$ cat src/rtl/dmt_pkg.sv
package dmt_pkg;

  localparam int unsigned DMT_WIDTH = 32;

  // What the counter does on the coming edge
  typedef enum logic [1:0] {
    ACT_IDLE  = 2'd0,
    ACT_START = 2'd1,
    ACT_WRITE = 2'd2,
    ACT_STEP  = 2'd3
  } dmt_act_e;

endpackage

$ cat src/rtl/dmt_tick_sel.sv
module dmt_tick_sel
  import dmt_pkg::*;
(
  input  logic     clk,
  input  logic     rst_n,
  input  logic     run_en,
  input  logic     tick_src_ext,
  input  logic     ext_tick,
  input  logic     cnt_wr,
  output dmt_act_e act
);

  logic run_q;

  always_ff @(posedge clk) begin
    if (!rst_n) run_q <= 1'b0;
    else        run_q <= run_en;
  end

  function automatic logic step_ok(input logic src_ext, input logic tick);
    return src_ext ? tick : 1'b1;
  endfunction

  // Priority: start, then write, then step
  always_comb begin
    if (!run_en)                        act = ACT_IDLE;
    else if (!run_q)                    act = ACT_START;
    else if (cnt_wr)                    act = ACT_WRITE;
    else if (step_ok(tick_src_ext, ext_tick)) act = ACT_STEP;
    else                                act = ACT_IDLE;
  end

  AST_EXT_TICK_GATES: assert property (@(posedge clk) disable iff (!rst_n)
    (act == ACT_STEP && tick_src_ext) |-> ext_tick) else $error("step without tick");
  AST_OFF_NO_ACT: assert property (@(posedge clk) disable iff (!rst_n)
    !run_en |-> act == ACT_IDLE) else $error("action while disabled");

endmodule

$ cat src/rtl/dmt_counter.sv
module dmt_counter
  import dmt_pkg::*;
#(
  parameter int unsigned W = DMT_WIDTH
) (
  input  logic         clk,
  input  logic         rst_n,
  input  dmt_act_e     act,
  input  logic [W-1:0] reload_val,
  input  logic [W-1:0] wr_data,
  output logic [W-1:0] count,
  output logic [W-1:0] next_val,
  output logic         dec_fire
);

  function automatic logic [W-1:0] minus_one(input logic [W-1:0] v);
    return v - {{(W-1){1'b0}}, 1'b1};
  endfunction

  assign next_val = minus_one(count);
  assign dec_fire = (act == ACT_STEP) && (count != '0);

  always_ff @(posedge clk) begin
    if (!rst_n) begin
      count <= '0;
    end else begin
      unique case (act)
        ACT_START: count <= reload_val;
        ACT_WRITE: count <= wr_data;
        ACT_STEP:  count <= (count == '0) ? reload_val : next_val;
        default:   count <= count;
      endcase
    end
  end

  AST_WRAP_RELOAD: assert property (@(posedge clk) disable iff (!rst_n)
    (act == ACT_STEP && count == '0) |=> count == $past(reload_val)) else $error("wrap");
  AST_DEC_BY_ONE: assert property (@(posedge clk) disable iff (!rst_n)
    dec_fire |=> count == $past(count) - 1) else $error("decrement");
  AST_WRITE_LANDS: assert property (@(posedge clk) disable iff (!rst_n)
    (act == ACT_WRITE) |=> count == $past(wr_data)) else $error("write");
  AST_START_LOADS: assert property (@(posedge clk) disable iff (!rst_n)
    (act == ACT_START) |=> count == $past(reload_val)) else $error("start");

endmodule

$ cat src/rtl/dmt_match_unit.sv
module dmt_match_unit #(
  parameter int unsigned W       = 32,
  parameter int unsigned N_MATCH = 2
) (
  input  logic                          clk,
  input  logic                          rst_n,
  input  logic [N_MATCH-1:0][W-1:0]     match_vec,
  input  logic [W-1:0]                  reload_val,
  input  logic [W-1:0]                  next_val,
  input  logic                          dec_fire,
  input  logic                          wrap_irq_en,
  output logic [N_MATCH-1:0]            hit,
  output logic                          zero_evt,
  output logic                          any_evt
);

  // A match at or above reload schedules nothing of its own
  function automatic logic [W-1:0] eff_match(input logic [W-1:0] m, input logic [W-1:0] r);
    return (m < r) ? m : '0;
  endfunction

  for (genvar gi = 0; gi < N_MATCH; gi++) begin : g_cmp
    logic [W-1:0] eff;
    assign eff     = eff_match(match_vec[gi], reload_val);
    assign hit[gi] = dec_fire && (eff != '0) && (next_val == eff);

    AST_MATCH_BELOW_RELOAD: assert property (@(posedge clk) disable iff (!rst_n)
      hit[gi] |-> match_vec[gi] < reload_val) else $error("match not below reload");
  end

  logic raw_zero;
  always_comb begin
    raw_zero = 1'b0;
    for (int i = 0; i < N_MATCH; i++) raw_zero = raw_zero | (match_vec[i] == '0);
  end

  assign zero_evt = dec_fire && (next_val == '0) && (wrap_irq_en || raw_zero);
  assign any_evt  = (|hit) || zero_evt;

  AST_ZERO_COND: assert property (@(posedge clk) disable iff (!rst_n)
    zero_evt |-> (wrap_irq_en || raw_zero)) else $error("zero event");

endmodule

$ cat src/rtl/dmt_channel.sv
module dmt_channel
  import dmt_pkg::*;
#(
  parameter int unsigned W = DMT_WIDTH
) (
  input  logic         clk,
  input  logic         rst_n,
  input  logic         ext_tick,
  input  logic         run_en,
  input  logic         tick_src_ext,
  input  logic         wrap_irq_en,
  input  logic [W-1:0] reload_val,
  input  logic [W-1:0] match_a,
  input  logic [W-1:0] match_b,
  input  logic         cnt_wr,
  input  logic [W-1:0] cnt_wr_data,
  output logic [W-1:0] count,
  output logic         irq_level
);

  localparam int unsigned N_MATCH = 2;

  dmt_act_e                      act;
  logic [W-1:0]                  next_val;
  logic                          dec_fire;
  logic [N_MATCH-1:0][W-1:0]     match_vec;
  logic [N_MATCH-1:0]            hit;
  logic                          zero_evt;
  logic                          any_evt;

  assign match_vec = {match_b, match_a};

  dmt_tick_sel i_tick_sel (
    .clk(clk), .rst_n(rst_n), .run_en(run_en), .tick_src_ext(tick_src_ext),
    .ext_tick(ext_tick), .cnt_wr(cnt_wr), .act(act)
  );

  dmt_counter #(.W(W)) i_counter (
    .clk(clk), .rst_n(rst_n), .act(act), .reload_val(reload_val),
    .wr_data(cnt_wr_data), .count(count), .next_val(next_val), .dec_fire(dec_fire)
  );

  dmt_match_unit #(.W(W), .N_MATCH(N_MATCH)) i_match (
    .clk(clk), .rst_n(rst_n), .match_vec(match_vec), .reload_val(reload_val),
    .next_val(next_val), .dec_fire(dec_fire), .wrap_irq_en(wrap_irq_en),
    .hit(hit), .zero_evt(zero_evt), .any_evt(any_evt)
  );

  always_ff @(posedge clk) begin
    if (!rst_n)       irq_level <= 1'b0;
    else if (any_evt) irq_level <= ~irq_level;
  end

  AST_IRQ_FLIPS: assert property (@(posedge clk) disable iff (!rst_n)
    any_evt |=> irq_level != $past(irq_level)) else $error("no flip");
  AST_IRQ_STEADY: assert property (@(posedge clk) disable iff (!rst_n)
    !any_evt |=> $stable(irq_level)) else $error("spurious flip");
  AST_HOLD_OFF: assert property (@(posedge clk) disable iff (!rst_n)
    !run_en |=> $stable(count) && $stable(irq_level)) else $error("moved while off");
  AST_ZERO_RELOAD_QUIET: assert property (@(posedge clk) disable iff (!rst_n)
    (reload_val == '0 && count == '0) |-> !any_evt) else $error("zero reload event");
  AST_WRITE_NO_EVT: assert property (@(posedge clk) disable iff (!rst_n)
    (act == ACT_WRITE) |-> !any_evt) else $error("event on write");

endmodule

$ cat config.mk
export PLATFORM = sky130hd
export DESIGN_NAME = dmt_channel
export DESIGN_NICKNAME = d
export VERILOG_FILES = /design/src/rtl/dmt_pkg.sv /design/src/rtl/dmt_tick_sel.sv /design/src/rtl/dmt_counter.sv /design/src/rtl/dmt_match_unit.sv /design/src/rtl/dmt_channel.sv
export SDC_FILE = /design/constraint.sdc
export NUM_CORES = 1
export LEC_CHECK = 0
export ABC_CLOCK_PERIOD_IN_PS = 6800
export CORE_ASPECT_RATIO = 0.75
export CORE_UTILIZATION = 55
export DETAILED_ROUTE_END_ITERATION = 10
export DONT_BUFFER_PORTS = 1
export PLACE_DENSITY = 0.7
export SYNTH_ARGS = -nofsm -noshare
export SYNTH_HDL_FRONTEND = slang
export SYNTH_SLANG_ARGS = --single-unit
$ cat constraint.sdc
create_clock -name clk -period 6.8 [get_ports clk]
set_clock_uncertainty 0.2 [all_clocks]
set_input_delay 0.68 -clock clk [delete_from_list [all_inputs] [get_ports clk]]
set_output_delay 0.68 -clock clk [all_outputs]
set_load 0.01 [all_outputs]
== After elaboration in Yosys (flattened, before gate mapping) ==
Index checks and enable logic that the tools add are counted.
W data, S select, Z words.
Cells by class
  add/subtract/negate cells: 1
  order comparisons: 2
  equality and inequality tests: 5
  muxes and demuxes: 9
  bitwise logic cells: 2
  reduce and logical (&&, ||, !) cells: 18
Operator list (number)
  $logic_not A32 Y1: 4
  $mux W32: 3
  $pmux W32 S3: 1
  $reduce_bool A32 Y1: 3
  $eq A32 B32 Y1: 2
  $lt A32 B32 Y1: 2
  $sub A32 B1 Y32 const B: 1
  $mux W2: 4
  $logic_and A1 B1 Y1: 7
  $eq A2 B2 Y1 const B: 2
  $reduce_bool A3 Y1: 1
  $eq A2 B1 Y1 const B: 1
  $logic_or A1 B1 Y1: 2
  $reduce_or A2 Y1: 1
  $mux W1: 1
  $not A1 Y1: 1
  $or A1 B1 Y1: 1
Word-level totals
  register bits: 34
  input bits: 135
  output and inout port bits: 33
  logic and storage cells: 40

== Longest topological paths before layout ==
Gate-level depths: netlist (run 1).
  word-level depth: 11
  mapped depth: 14
  mapped depth without buffers: 12

== Cells and area by module ==
From an unflattened synthesis (run 1), not the netlist that was laid out.
Unflattened totals
  cells, all modules: 686
  area total of the unflattened synthesis: 5355.1 um2
Modules (own cells, without submodules)
  dmt_match_unit: times used 1, cells an instance 357, area an instance 2705.1 um2, seq. area each 0.0 um2
  dmt_counter: times used 1, cells an instance 317, area an instance 2534.9 um2, seq. area each 640.6 um2
  dmt_tick_sel: times used 1, cells an instance 9, area an instance 80.1 um2, seq. area each 20.0 um2
  dmt_channel: times used 1, cells an instance 3, area an instance 35.0 um2, seq. area each 20.0 um2

== Worst setup path before layout (run 1) ==
No wires, ideal clock.
  path type: input-to-reg
  start: in reload_val[15]
  end: reg irq_level
  library setup time: 116 ps
  arrival time: 3496 ps
  required time: 6484 ps
  path slack: 2989 ps
  stages: 12
  buffers on the path: 0
  cells stage by stage: inv_1 ha_1 nand2_1 nor4_1 or4b_1 a31o_2 and2_0 a2111oi_0 o2111ai_2 nor4b_2 o31ai_1 and3_1
Between the ends
  longest elaborated chain between the ends: 7
  elaborated cells between the ends (all ways): 14
  classes of those cells: 2 x order compare; 2 x eq/ne; 2 x mux; 8 x reduce/logical
RTL lines
  from (decl): line dmt_channel.sv:12  | input logic [W-1:0] reload_val,
  $lt A32 B32 Y1: line dmt_match_unit.sv:19  | return (m < r) ? m : '0;
  $mux W32: line dmt_match_unit.sv:19
  $reduce_bool A32 Y1: line dmt_match_unit.sv:25  | assign hit[gi] = dec_fire && (eff != '0) && (next_val == eff);
  $logic_and A1 B1 Y1 (2 in series): line dmt_match_unit.sv:25
  $reduce_or A2 Y1 (*): line dmt_match_unit.sv:38  | assign any_evt = (|hit) || zero_evt;
  $logic_or A1 B1 Y1 (*): line dmt_match_unit.sv:38
  to (signal assigned): line dmt_channel.sv:51  | else if (any_evt) irq_level <= ~irq_level;
  to (decl): line dmt_channel.sv:18  | output logic irq_level
Mark *: on every way between the ends. The rest lies on a longest branch, timed or not.
A chain may end at the register's enable or synchronous reset.

== Final worst setup path (run 1) ==
  start: reg i_counter.count[0]
  end: reg irq_level
Between the ends
  longest elaborated chain between the ends: 6
  elaborated cells between the ends (all ways): 14
  classes of those cells: 1 x add/sub; 2 x eq/ne; 11 x reduce/logical
RTL lines
  from (decl): line dmt_counter.sv:11  | output logic [W-1:0] count,
  from (signal assigned): line dmt_counter.sv:28  | ACT_START: count <= reload_val;
  from (signal assigned): line dmt_counter.sv:29  | ACT_WRITE: count <= wr_data;
  from (signal assigned): line dmt_counter.sv:30  | ACT_STEP: count <= (count == '0) ? reload_val : next_val;
  branches (longest 5 deep; another with $sub A32 B1 Y32)
  $logic_or A1 B1 Y1 (*): line dmt_match_unit.sv:38
Mark *: on every way between the ends.

==> key figures, run 1 <==
Yosys
  – Synthesized area per cell: between 7 and 8 µm²
  – #FFs+latches synth: 34
  – Cell area after synthesis: 5750 µm²
  – Commonest register cell after synthesis: dfxtp_1
  – Ys async rst share: 0%
  – Yosys cell types: 79
  – Mapped Nets: approximately 960
  – Register area share after synthesis: 11.8%
  – Post-synth EDFFs: 0
  – Post-synthesis instance total: ~760
  – Yosys warns: 0

Drt
  – 1st-pass router iterations: 6
  – Post-DRT Antenna Nets: 0
  – Drt drc: 0
  – Via count: slightly below 7,000
  – Final wirelength: 25.7 mm
  – First-iteration detailed-routing DRC count: roughly 1,100
  – DR vias/cell: approximately 8
  – Wire length per cell: between 20 and 30 µm

Pwr
  – Peak VDD IR: around 0.14 mV
  – Leak pwr: 2.44 nW
  – Pwr per Cell Area: between 150 and 200 nW/µm²
  – Post-layout power: about 0.9 mW

Clock network
  – Longest Clk Path Bufs: 2
  – Total CTS buffers: 5
  – Post-CTS resize count: 0
  – H-tree depth: 2
  – Clk sink count: 34
  – CTS tree: yes
  – Hold_buf cts: 0
  – Worst skew pair latency: between 0.2 and 0.3 ns
  – Post-CTS Setup Inserts: 0
  – Root buffer cell: clkbuf_16
  – Clk slew on worst S/H paths: 0.06 ns

Global route
  – Met3 GRT Util: 14.5%
  – Layer with the highest usage: met2
  – Total grt overflow: 0
  – Largest net degree at the start of global routing: 54
  – Global routing met1 resource utilization: 61.4%
  – First-pass GRT wire length: roughly 38 mm
  – Number of global-route vias before repair: ~6,200
  – Total track usage: 46.4%
  – Met2 Track Usage GR: 70.2%
  – Initial antenna violation count: 1

STA
  – Least-Margin Pin Slew: around 1.3 ns
  – Final setup viols: 0
  – Final Hold Fails: 0
  – Worst rel slew slack: between 10% and 20%
  – Fin crit period: about 4.5 ns
  – Unrepaired setup endpoints after global routing: false
  – Fmax: between 0.2 and 0.25 GHz
  – Final period utilization: 66.8%
  – Setup TNS: 0 ns
  – Fin. max-slew vios: 0

Min path
  – HP Class: input pin to flip-flop

Place
  – IO Port Bufs: 0
  – Final GP Congestion: 1.02
  – Placed wire-length estimate: 20.9 mm

Floorplanning
  – Core Rows: 31
  – Die area: between 10,000 and 15,000 µm²
  – Die extent in x: 120 µm
  – Die Span Y: just over 90 µm
  – Ports: ~170
  – CORE AREA: between 9000 and 10,000 µm²
  – Initial Util: 58.1%

Critical path
  – Worst setup EP type: flip-flop
  – Arrival time worst endpoint: between 4 and 5 ns
  – Worst path top cell family by delay: simple AND/OR/NAND/NOR gates
  – Buffers and inverters on the worst path: 0
  – Crit-path most repeated cell: nor2_1
  – Crit-path slowest cell: nor4_1
  – Crit path largest cell delay: 0.85 ns
  – CP cell instances: nor4_1, nand4_1, nor2_1, xor2_1, nor2_1, a2111oi_0, o2111ai_2, nor4b_2, o31ai_1, and3_1
  – Startpoint class of the critical path: flip-flop
  – CP Class: flip-flop to flip-flop
  – CP max FO: 11
  – Critical path required time: around 6.8 ns

Final layout
  – Most frequent cells in the layout: nand2_1 (65), ha_1 (65), a21oi_1 (51)
  – Share of cells above drive strength 1: 6.18%
  – Area Growth Syn to Fin: 2.83%
  – ANT cells: 0
  – Final nets: 928

Flow run
  – Max Cap Viol: 0

Outcome
  – Status: completed
[layout make-up]
class / instances / area [µm²]
Clock buffer: 5 / 125
Clock inverter: 2 / 10.0
Fill cell: 894 / 3980
Inverter: 49 / 184
Multi-Input combinational cell: 632 / 4700
Sequential cell: 34 / 681
Tap cell: 132 / 165
Timing Repair Buffer: 6 / 45.0
[synth_stat cells (3+ instances only)]
cell type	count	area, µm²
ha_1	65	813
nand2_1	65	244
a21oi_1	51	255
nor2_1	50	188
inv_1	49	184
o21ai_0	38	190
dfxtp_1	34	681
clkbuf_1	33	124
nand4_1	27	169
nor4_1	27	169
xnor2_1	26	228
a211oi_1	20	150
o211a_1	18	180
nor3_1	17	85.1
a222oi_1	16	160
xor2_1	16	140
a31oi_1	14	87.6
nand3_1	14	70.1
a22oi_1	12	90.1
o211ai_1	12	90.1
or4_1	9	67.6
and2_1	7	43.8
o2111ai_1	7	61.3
nor4_2	6	75.1
xnor3_1	6	135
and3_1	5	31.3
o22ai_1	5	31.3
or2_2	5	31.3
or3_1	5	31.3
a221o_1	4	40.0
a221oi_1	4	35.0
and4_1	4	35.0
buf_6	4	45.0
nor2b_1	4	25.0
nor4_4	4	85.1
a2111oi_0	3	26.3
a21o_1	3	22.5
a2bb2oi_1	3	26.3
nand2b_1	3	18.8
nor3b_1	3	22.5
o21a_1	3	22.5
o31ai_1	3	22.5
or4b_1	3	30.0
[per-layer routing]
| metal | wire length, µm | share of wire [%] |
|---|---|---|
| met1 | 9850 | 38 |
| met5 | 12 | 0.047 |
| met4 | 999 | 3.9 |
| met2 | 10800 | 42 |
| met3 | 4070 | 16 |
[where the power goes]
part	internal (mW)	switching, mW	total (mW)
combinational	0.163	0.264	0.427
clock	0.132	0.0928	0.225
sequential	0.214	0.0445	0.258
[through the flow]
step	area, µm²	util (%)	hold slack (ns)	instances	setup slack (ns)
4_1_cts	5910	59.7	0.315	860	2.52
2_1_floorplan	5750	-	0.354	755	2.99
3_5_place_dp	5770	58.4	0.422	853	2.40
6_report	5910	59.7	0.315	860	2.26
3_3_place_gp	5770	58.4	0.402	853	2.50
5_1_grt	5910	59.7	0.317	860	2.21
[state kept, by name, indices dropped and copies added, names as in the netlist]
signal	cells
i_counter.count	32
irq_level	1
i_tick_sel.run_q	1
[final timing paths]
check / end / cells past startpoint / slack (ns) / from
worst max-delay path: irq_level / 10 / 2.26 / i_counter.count[0]
worst min-delay path: i_tick_sel.run_q / 1 / 0.31 / run_en
worst max register to register: irq_level / 10 / 2.26 / i_counter.count[0]
worst min register to register: i_counter.count[7] / 2 / 0.43 / i_counter.count[7]
[cells by family after synthesis]
kind of cell | Yosys count | synth area share (%)
and+or+nand+nor | 273 | 27.5
AOI/OAI and AO/OA | 242 | 30.1
buffers and inverters | 89 | 6.45
adders and majority gates | 65 | 14.2
xor gates and xnor gates | 51 | 9.87
DFF | 34 | 11.8
muxes | 1 | 0.174
[worst register-to-register path: cells and delay by family, from the launching register on]
kind / cells / cell delay [ns]
AOI/OAI and AO/OA: 3 / 0.89
xor gates and xnor gates: 1 / 0.73
DFF: 1 / 0.52
and+or+nand+nor: 6 / 2.09
(Power assumes the default switching activity.)
==> run 2: changes to the inputs <==
--- a/config.mk
+++ b/config.mk
@@ -5,7 +5,7 @@
 export SDC_FILE = /design/constraint.sdc
 export NUM_CORES = 1
 export LEC_CHECK = 0
-export ABC_CLOCK_PERIOD_IN_PS = 6800
+export ABC_CLOCK_PERIOD_IN_PS = 4400
 export CORE_ASPECT_RATIO = 0.75
 export CORE_UTILIZATION = 55
 export DETAILED_ROUTE_END_ITERATION = 10
==> constraint.sdc (replaced) <==
create_clock -name clk -period 4.4 [get_ports clk]
set_clock_uncertainty 0.2 [all_clocks]
set_input_delay 0.44 -clock clk [delete_from_list [all_inputs] [get_ports clk]]
set_output_delay 0.44 -clock clk [all_outputs]
set_load 0.01 [all_outputs]
==> run 2 against run 1 <==
Net effect: via count rose by 1.9%; wire length rose by 4.0%; design area rose by 2.2%; die area did not move; first-iteration DRC count rose by 33%; global-route usage rose by 2.5 points; fmax rose by 7.3%; count of clock-buffer cells in the layout rose by 2; non-clock buffer count rose by 16; register-to-register slack got worse by 2.1 ns; combinational power rose by 61%; total power rose by 60%; critical endpoint unchanged; largest cell class unchanged; highest routed layer unchanged.
==> key figures, run 2 (synthesis gave the netlist of run 1 again) <==
Drt
  – Drt drc: 0 (unchanged)
  – Via count: 6,906 (was 6,777)
  – 1st-pass router iterations: 7 (was 6)
  – First-iteration detailed-routing DRC count: 1,432 (was 1,076)
  – Post-DRT Antenna Nets: 0 (unchanged)
  – Final wirelength: 26.7 mm (was 25.7 mm)
  – DR vias/cell: 7.87 (was 7.88)
  – Wire length per cell: 30.5 µm (was 29.9 µm)

Final layout
  – ANT cells: 0 (unchanged)
  – Area Growth Syn to Fin: 5.14% (was 2.83%)
  – Final nets: 944 (was 928)
  – Largest regs: i_counter.count (32), i_tick_sel.run_q (1), irq_level (1) (unchanged)
  – Most frequent cells in the layout: nand2_1 (65), ha_1 (65), a21oi_1 (51) (unchanged)
  – Fin area: 6040 µm² (was 5910 µm²)
  – Share of cells above drive strength 1: 8.19% (was 6.18%)
  – Max reg flops: 32 (unchanged)
  – Fin cells: 877 (was 860)
  – Reg with most FFs: i_counter.count (unchanged)

Floorplanning
  – Die area: 10,900 µm² (unchanged)
  – Initial Util: 58.1% (unchanged)
  – CORE AREA: 9890 µm² (unchanged)
  – Core Rows: 31 (unchanged)
  – Die Span Y: 90.5 µm (unchanged)
  – Die extent in x: 120 µm (unchanged)
  – Ports: 168 (unchanged)

STA
  – Final setup viols: 0 (unchanged)
  – Fmax: 0.236 GHz (was 0.220 GHz)
  – Worst rel slew slack: 14.6% (was 15.2%)
  – Final worst setup slack: 0.167 ns (was 2.26 ns)
  – Setup TNS: 0 ns (unchanged)
  – Least-Margin Pin Slew: 1.28 ns (was 1.27 ns)
  – Fin crit period: 4.23 ns (was 4.54 ns)
  – Final Hold Fails: 0 (unchanged)
  – Unrepaired setup endpoints after global routing: false (unchanged)
  – Fin Hold WS: 0.0706 ns (was 0.315 ns)
  – Final period utilization: 96.2% (was 66.8%)
  – Fin. max-slew vios: 0 (unchanged)

Global route
  – Largest net degree at the start of global routing: 32 (was 54)
  – Initial antenna violation count: 0 (was 1)
  – Number of global-route vias before repair: 6,568 (was 6,186)
  – Total grt overflow: 0 (unchanged)
  – First-pass GRT wire length: 39.8 mm (was 37.9 mm)
  – Total track usage: 48.9% (was 46.4%)

Critical path
  – Crit-path slowest cell: nor4_1 (unchanged)
  – CP startpoint: i_counter.count[0] (unchanged)
  – CP cell instances: buf_4, nor4_1, nand3_1, nor4_4, xnor2_1, a222oi_1, nand3_1, o211a_1, nor4_2, o31ai_1, and3_1 (was nor4_1, nand4_1, nor2_1, xor2_1, nor2_1, a2111oi_0, o2111ai_2, nor4b_2, o31ai_1, and3_1)
  – Worst r2r src: i_counter.count[0] (unchanged)
  – CP Class: flip-flop to flip-flop (unchanged)
  – Startpoint class of the critical path: flip-flop (unchanged)
  – Worst setup EP type: flip-flop (unchanged)
  – Crit path largest cell delay: 0.72 ns (was 0.85 ns)
  – Arrival time worst endpoint: 4.22 ns (was 4.52 ns)
  – Critical path required time: 4.39 ns (was 6.78 ns)
  – Crit-path most repeated cell: nand3_1 (was nor2_1)
  – CP max FO: 6 (was 11)

Clock network
  – Clk sink count: 34 (unchanged)
  – Hold_buf cts: 0 (unchanged)
  – Worst skew pair latency: 0.29 ns (about the same)
  – Total CTS buffers: 5 (unchanged)
  – Longest Clk Path Bufs: 2 (unchanged)
  – Clk slew on worst S/H paths: 0.07 ns (was 0.06 ns)
  – CTS tree: yes (unchanged)
  – Post-CTS Setup Inserts: 0 (unchanged)
  – Root buffer cell: clkbuf_16 (unchanged)
  – H-tree depth: 2 (unchanged)
  – Post-CTS resize count: 0 (unchanged)

Place
  – DP Area: 5890 µm² (was 5770 µm²)
  – Setup WS pre-CTS: 0.399 ns (was 2.40 ns)
  – Final GP Congestion: 1.05 (was 1.02)
  – Placed wire-length estimate: 21.8 mm (was 20.9 mm)
  – IO Port Bufs: 0 (unchanged)
  – Placed cell count: 869 (was 853)

Min path
  – Critical hold path startpoint: rst_n (was run_en)
  – HP Class: input pin to flip-flop (unchanged)

Outcome
  – Status: completed (unchanged)

Pwr
  – Leak pwr: 2.52 nW (was 2.44 nW)
  – Peak VDD IR: 0.211 mV (was 0.141 mV)
  – Pwr per Cell Area: 241 nW/µm² (was 154 nW/µm²)

Flow run
  – Max Cap Viol: 0 (unchanged)
[run 2: worst paths after layout]
kind,slack (ns),to,cells past startpoint
min,0.07,i_counter.count[25],1
min reg2reg,0.40,i_counter.count[0],2
max,0.17,irq_level,11
max reg2reg,0.17,irq_level,11
[run 2: worst max-delay path: cells and delay by family (launching register included)]
| family | cells | cell delay, ns |
|---|---|---|
| XOR/XNOR | 1 | 0.23 |
| buffers and inverters | 1 | 0.21 |
| AO/OA/AOI/OAI | 3 | 0.86 |
| flip-flops | 1 | 0.37 |
| AND/OR/NAND/NOR | 6 | 2.26 |
[run 2: per-layer routing]
layer | GRT usage, % | up-vias | wire length, µm
li1 | - | 2921 | -
met1 | 61.0 | 3126 | 9700
met2 | 73.1 | 695 | 11000
met3 | 18.9 | 162 | 4390
met4 | 22.4 | 2 | 1530
met5 | 4.33 | - | 58
[run 2: stage by stage]
stage               power, mW  util, %
floorplan               0.859        -
global placement         1.03     59.6
detailed placement       1.05     59.6
CTS                      1.41     61.1
global route             1.51     61.1
finish                   1.46     61.1
[run 2: cell type report]
cell class / instances / area [µm²]
fill: 896 / 3850
sequential: 34 / 681
tap: 132 / 165
clock inverter: 1 / 5.00
multi-input combinational: 632 / 4700
inverter: 49 / 184
timing repair buffer: 22 / 165
clock buffer: 7 / 143
[run 2: report_power, final]
group | internal (mW) | leakage (nW) | total, mW | switching, mW
registers | 0.330 | 0.282 | 0.395 | 0.0645
logic | 0.269 | 2.17 | 0.688 | 0.418
clock network | 0.225 | 0.0739 | 0.373 | 0.148
total | 0.825 | 2.52 | 1.46 | 0.631
==> run 3: changes to the inputs <==
--- a/config.mk
+++ b/config.mk
@@ -6,11 +6,14 @@
 export NUM_CORES = 1
 export LEC_CHECK = 0
 export ABC_CLOCK_PERIOD_IN_PS = 4400
+export CELL_PAD_IN_SITES_DETAIL_PLACEMENT = 2
+export CELL_PAD_IN_SITES_GLOBAL_PLACEMENT = 2
 export CORE_ASPECT_RATIO = 0.75
-export CORE_UTILIZATION = 55
+export CORE_UTILIZATION = 37
 export DETAILED_ROUTE_END_ITERATION = 10
 export DONT_BUFFER_PORTS = 1
-export PLACE_DENSITY = 0.7
+export PLACE_DENSITY_LB_ADDON = 0.1
+export RECOVER_POWER = 100
 export SYNTH_ARGS = -nofsm -noshare
 export SYNTH_HDL_FRONTEND = slang
 export SYNTH_SLANG_ARGS = --single-unit
==> run 3 against run 2 <==
Net effect: register-to-register slack improved by 0.02 ns; combinational power increased by 8.7%; critical endpoint unchanged; utilization decreased by 20 points; global-route usage decreased by 9.8 points; largest power group unchanged.
==> key figures, run 3 (synthesis gave the netlist of run 1 again) <==
Clock network
  – Clk sink count: 34 (unchanged)
  – Post-CTS Setup Inserts: 0 (unchanged)
  – Root buffer cell: clkbuf_16 (unchanged)
  – CTS tree: yes (unchanged)
  – H-tree depth: 2 (unchanged)
  – Total CTS buffers: 5 (unchanged)
  – Clk slew on worst S/H paths: 0.06 ns (was 0.07 ns)
  – Worst skew pair latency: 0.29 ns (about the same)
  – Longest Clk Path Bufs: 2 (unchanged)

STA
  – Unrepaired setup endpoints after global routing: false (unchanged)
  – Final period utilization: 95.7% (was 96.2%)
  – Least-Margin Pin Slew: 1.30 ns (was 1.28 ns)
  – Fin Hold WS: 0.0760 ns (was 0.0706 ns)
  – Final setup viols: 0 (unchanged)
  – Fmax: 0.237 GHz (was 0.236 GHz)
  – Fin crit period: 4.21 ns (was 4.23 ns)
  – Fin. max-slew vios: 0 (unchanged)
  – Final Hold Fails: 0 (unchanged)
  – Worst rel slew slack: 13.1% (was 14.6%)
  – Setup TNS: 0 ns (unchanged)

Final layout
  – Share of cells above drive strength 1: 9.11% (was 8.19%)
  – Reg with most FFs: i_counter.count (unchanged)
  – Area Growth Syn to Fin: 7.91% (was 5.14%)
  – Filler instances: 1,763 (was 896)
  – Most frequent cells in the layout: nand2_1 (65), ha_1 (65), a21oi_1 (51) (unchanged)
  – Largest regs: i_counter.count (32), i_tick_sel.run_q (1), irq_level (1) (unchanged)
  – Final nets: 957 (was 944)
  – Max reg flops: 32 (unchanged)
  – ANT cells: 0 (unchanged)

Global route
  – Initial antenna violation count: 0 (unchanged)
  – Total grt overflow: 0 (unchanged)
  – Total track usage: 39.1% (was 48.9%)
  – Largest net degree at the start of global routing: 54 (was 32)
  – First-pass GRT wire length: 45.2 mm (was 39.8 mm)
  – Number of global-route vias before repair: 6,904 (was 6,568)

Critical path
  – Critical path required time: 4.39 ns (about the same)
  – Worst setup EP type: flip-flop (unchanged)
  – Reg-to-reg slack, setup: 0.19 ns (was 0.17 ns)
  – Critical Path End: irq_level (unchanged)
  – Reg-to-reg endpoint: irq_level (unchanged)
  – Startpoint class of the critical path: flip-flop (unchanged)
  – CP Class: flip-flop to flip-flop (unchanged)
  – Worst r2r src: i_counter.count[4] (was i_counter.count[0])
  – CP startpoint: i_counter.count[4] (was i_counter.count[0])
  – Worst R2R Path Depth: 11 (unchanged)
  – Arrival time worst endpoint: 4.20 ns (was 4.22 ns)
  – CP max FO: 7 (was 6)

Floorplanning
  – CORE AREA: 15,200 µm² (was 9890 µm²)
  – Die area: 16,000 µm² (was 10,900 µm²)
  – Die Span Y: 110 µm (was 90.5 µm)
  – Ports: 168 (unchanged)
  – Die extent in x: 146 µm (was 120 µm)
  – Initial Util: 37.9% (was 58.1%)
  – Core Rows: 39 (was 31)

Place
  – Placed wire-length estimate: 26.6 mm (was 21.8 mm)
  – Final GP Congestion: 0.986 (was 1.05)
  – IO Port Bufs: 0 (unchanged)

Flow run
  – Max Cap Viol: 0 (unchanged)

Drt
  – Post-DRT Antenna Nets: 0 (unchanged)
  – Wire length per cell: 33.2 µm (was 30.5 µm)
  – First-iteration detailed-routing DRC count: 560 (was 1,432)
  – 1st-pass router iterations: 5 (was 7)
  – Via count: 6,725 (was 6,906)
  – Final wirelength: 31.9 mm (was 26.7 mm)
  – DR vias/cell: 6.99 (was 7.87)
  – Drt drc: 0 (unchanged)

Min path
  – Hold Path Depth: 1 (unchanged)
  – HP Class: input pin to flip-flop (unchanged)

Outcome
  – Status: completed (unchanged)

Pwr
  – Pwr per Cell Area: 243 nW/µm² (was 241 nW/µm²)
  – Peak VDD IR: 0.148 mV (was 0.211 mV)
  – Leak pwr: 2.56 nW (was 2.52 nW)
[run 3: per-stage QoR]
stage          util [%]  power (mW)  instance area [µm²]  std cells  worst slack, ns
6_report           40.9        1.51                 6200        962            0.187
5_1_grt            40.9        1.57                 6200        962           0.0415
3_3_place_gp       40.1        1.10                 6080        955            0.165
3_5_place_dp       40.1        1.13                 6080        955            0.129
2_1_floorplan         -       0.859                 5750        755            0.829
4_1_cts            41.0        1.49                 6220        962            0.151
[run 3: layer usage]
metal,share of wire [%],global-route usage [%],vias up,wire (µm)
li1,-,-,2940,-
met1,43,49.7,3331,13700
met2,44,63.2,373,13900
met3,9.6,11.0,81,3060
met4,3.7,14.4,0,1190
met5,0,0,-,0
[run 3: how the worst min path moves through the flow]
stage | start | to | slack (ns)
detailed placement | rst_n | i_counter.count[22] | 0.38
global placement | run_en | i_tick_sel.run_q | 0.36
finish | rst_n | i_counter.count[22] | 0.08
floorplan | irq_level | irq_level | 0.35
global route | rst_n | i_counter.count[9] | 0.07
CTS | rst_n | i_counter.count[22] | 0.08
[run 3: area by class of cell]
class / instances / area [µm²] / area share [%]
multi-input combinational: 632 / 4700 / 75.9
sequential: 34 / 681 / 11.0
tap: 205 / 256 / 4.14
timing repair buffer: 35 / 240 / 3.87
inverter: 49 / 184 / 2.97
clock buffer: 5 / 125 / 2.02
clock inverter: 2 / 10.0 / 0.161
[run 3: critical path, cell delays in order, from the launching register on]
cell      delay (ns)
dfxtp_1         0.33
clkbuf_1        0.23
or4_1           0.81
nor2_1          0.41
nand4_1         0.22
xor2_2          0.27
a222oi_1        0.60
nand3_1         0.16
o211a_1         0.27
nor4_2          0.30
o31ai_1         0.11
and3_1          0.19
[run 3: what timing repair did]
action | 4_1_cts | 5_1_grt
hold endpoints to repair | 0 | 0
hold buffers | 0 | 0
endpoints found under the setup margin | 0 | 1
gates resized for setup | 0 | 1
[run 3: power breakdown]
group          internal [mW]  switching (mW)
clock network          0.205           0.160
logic                  0.287           0.461
registers              0.330          0.0652
total                  0.823           0.686
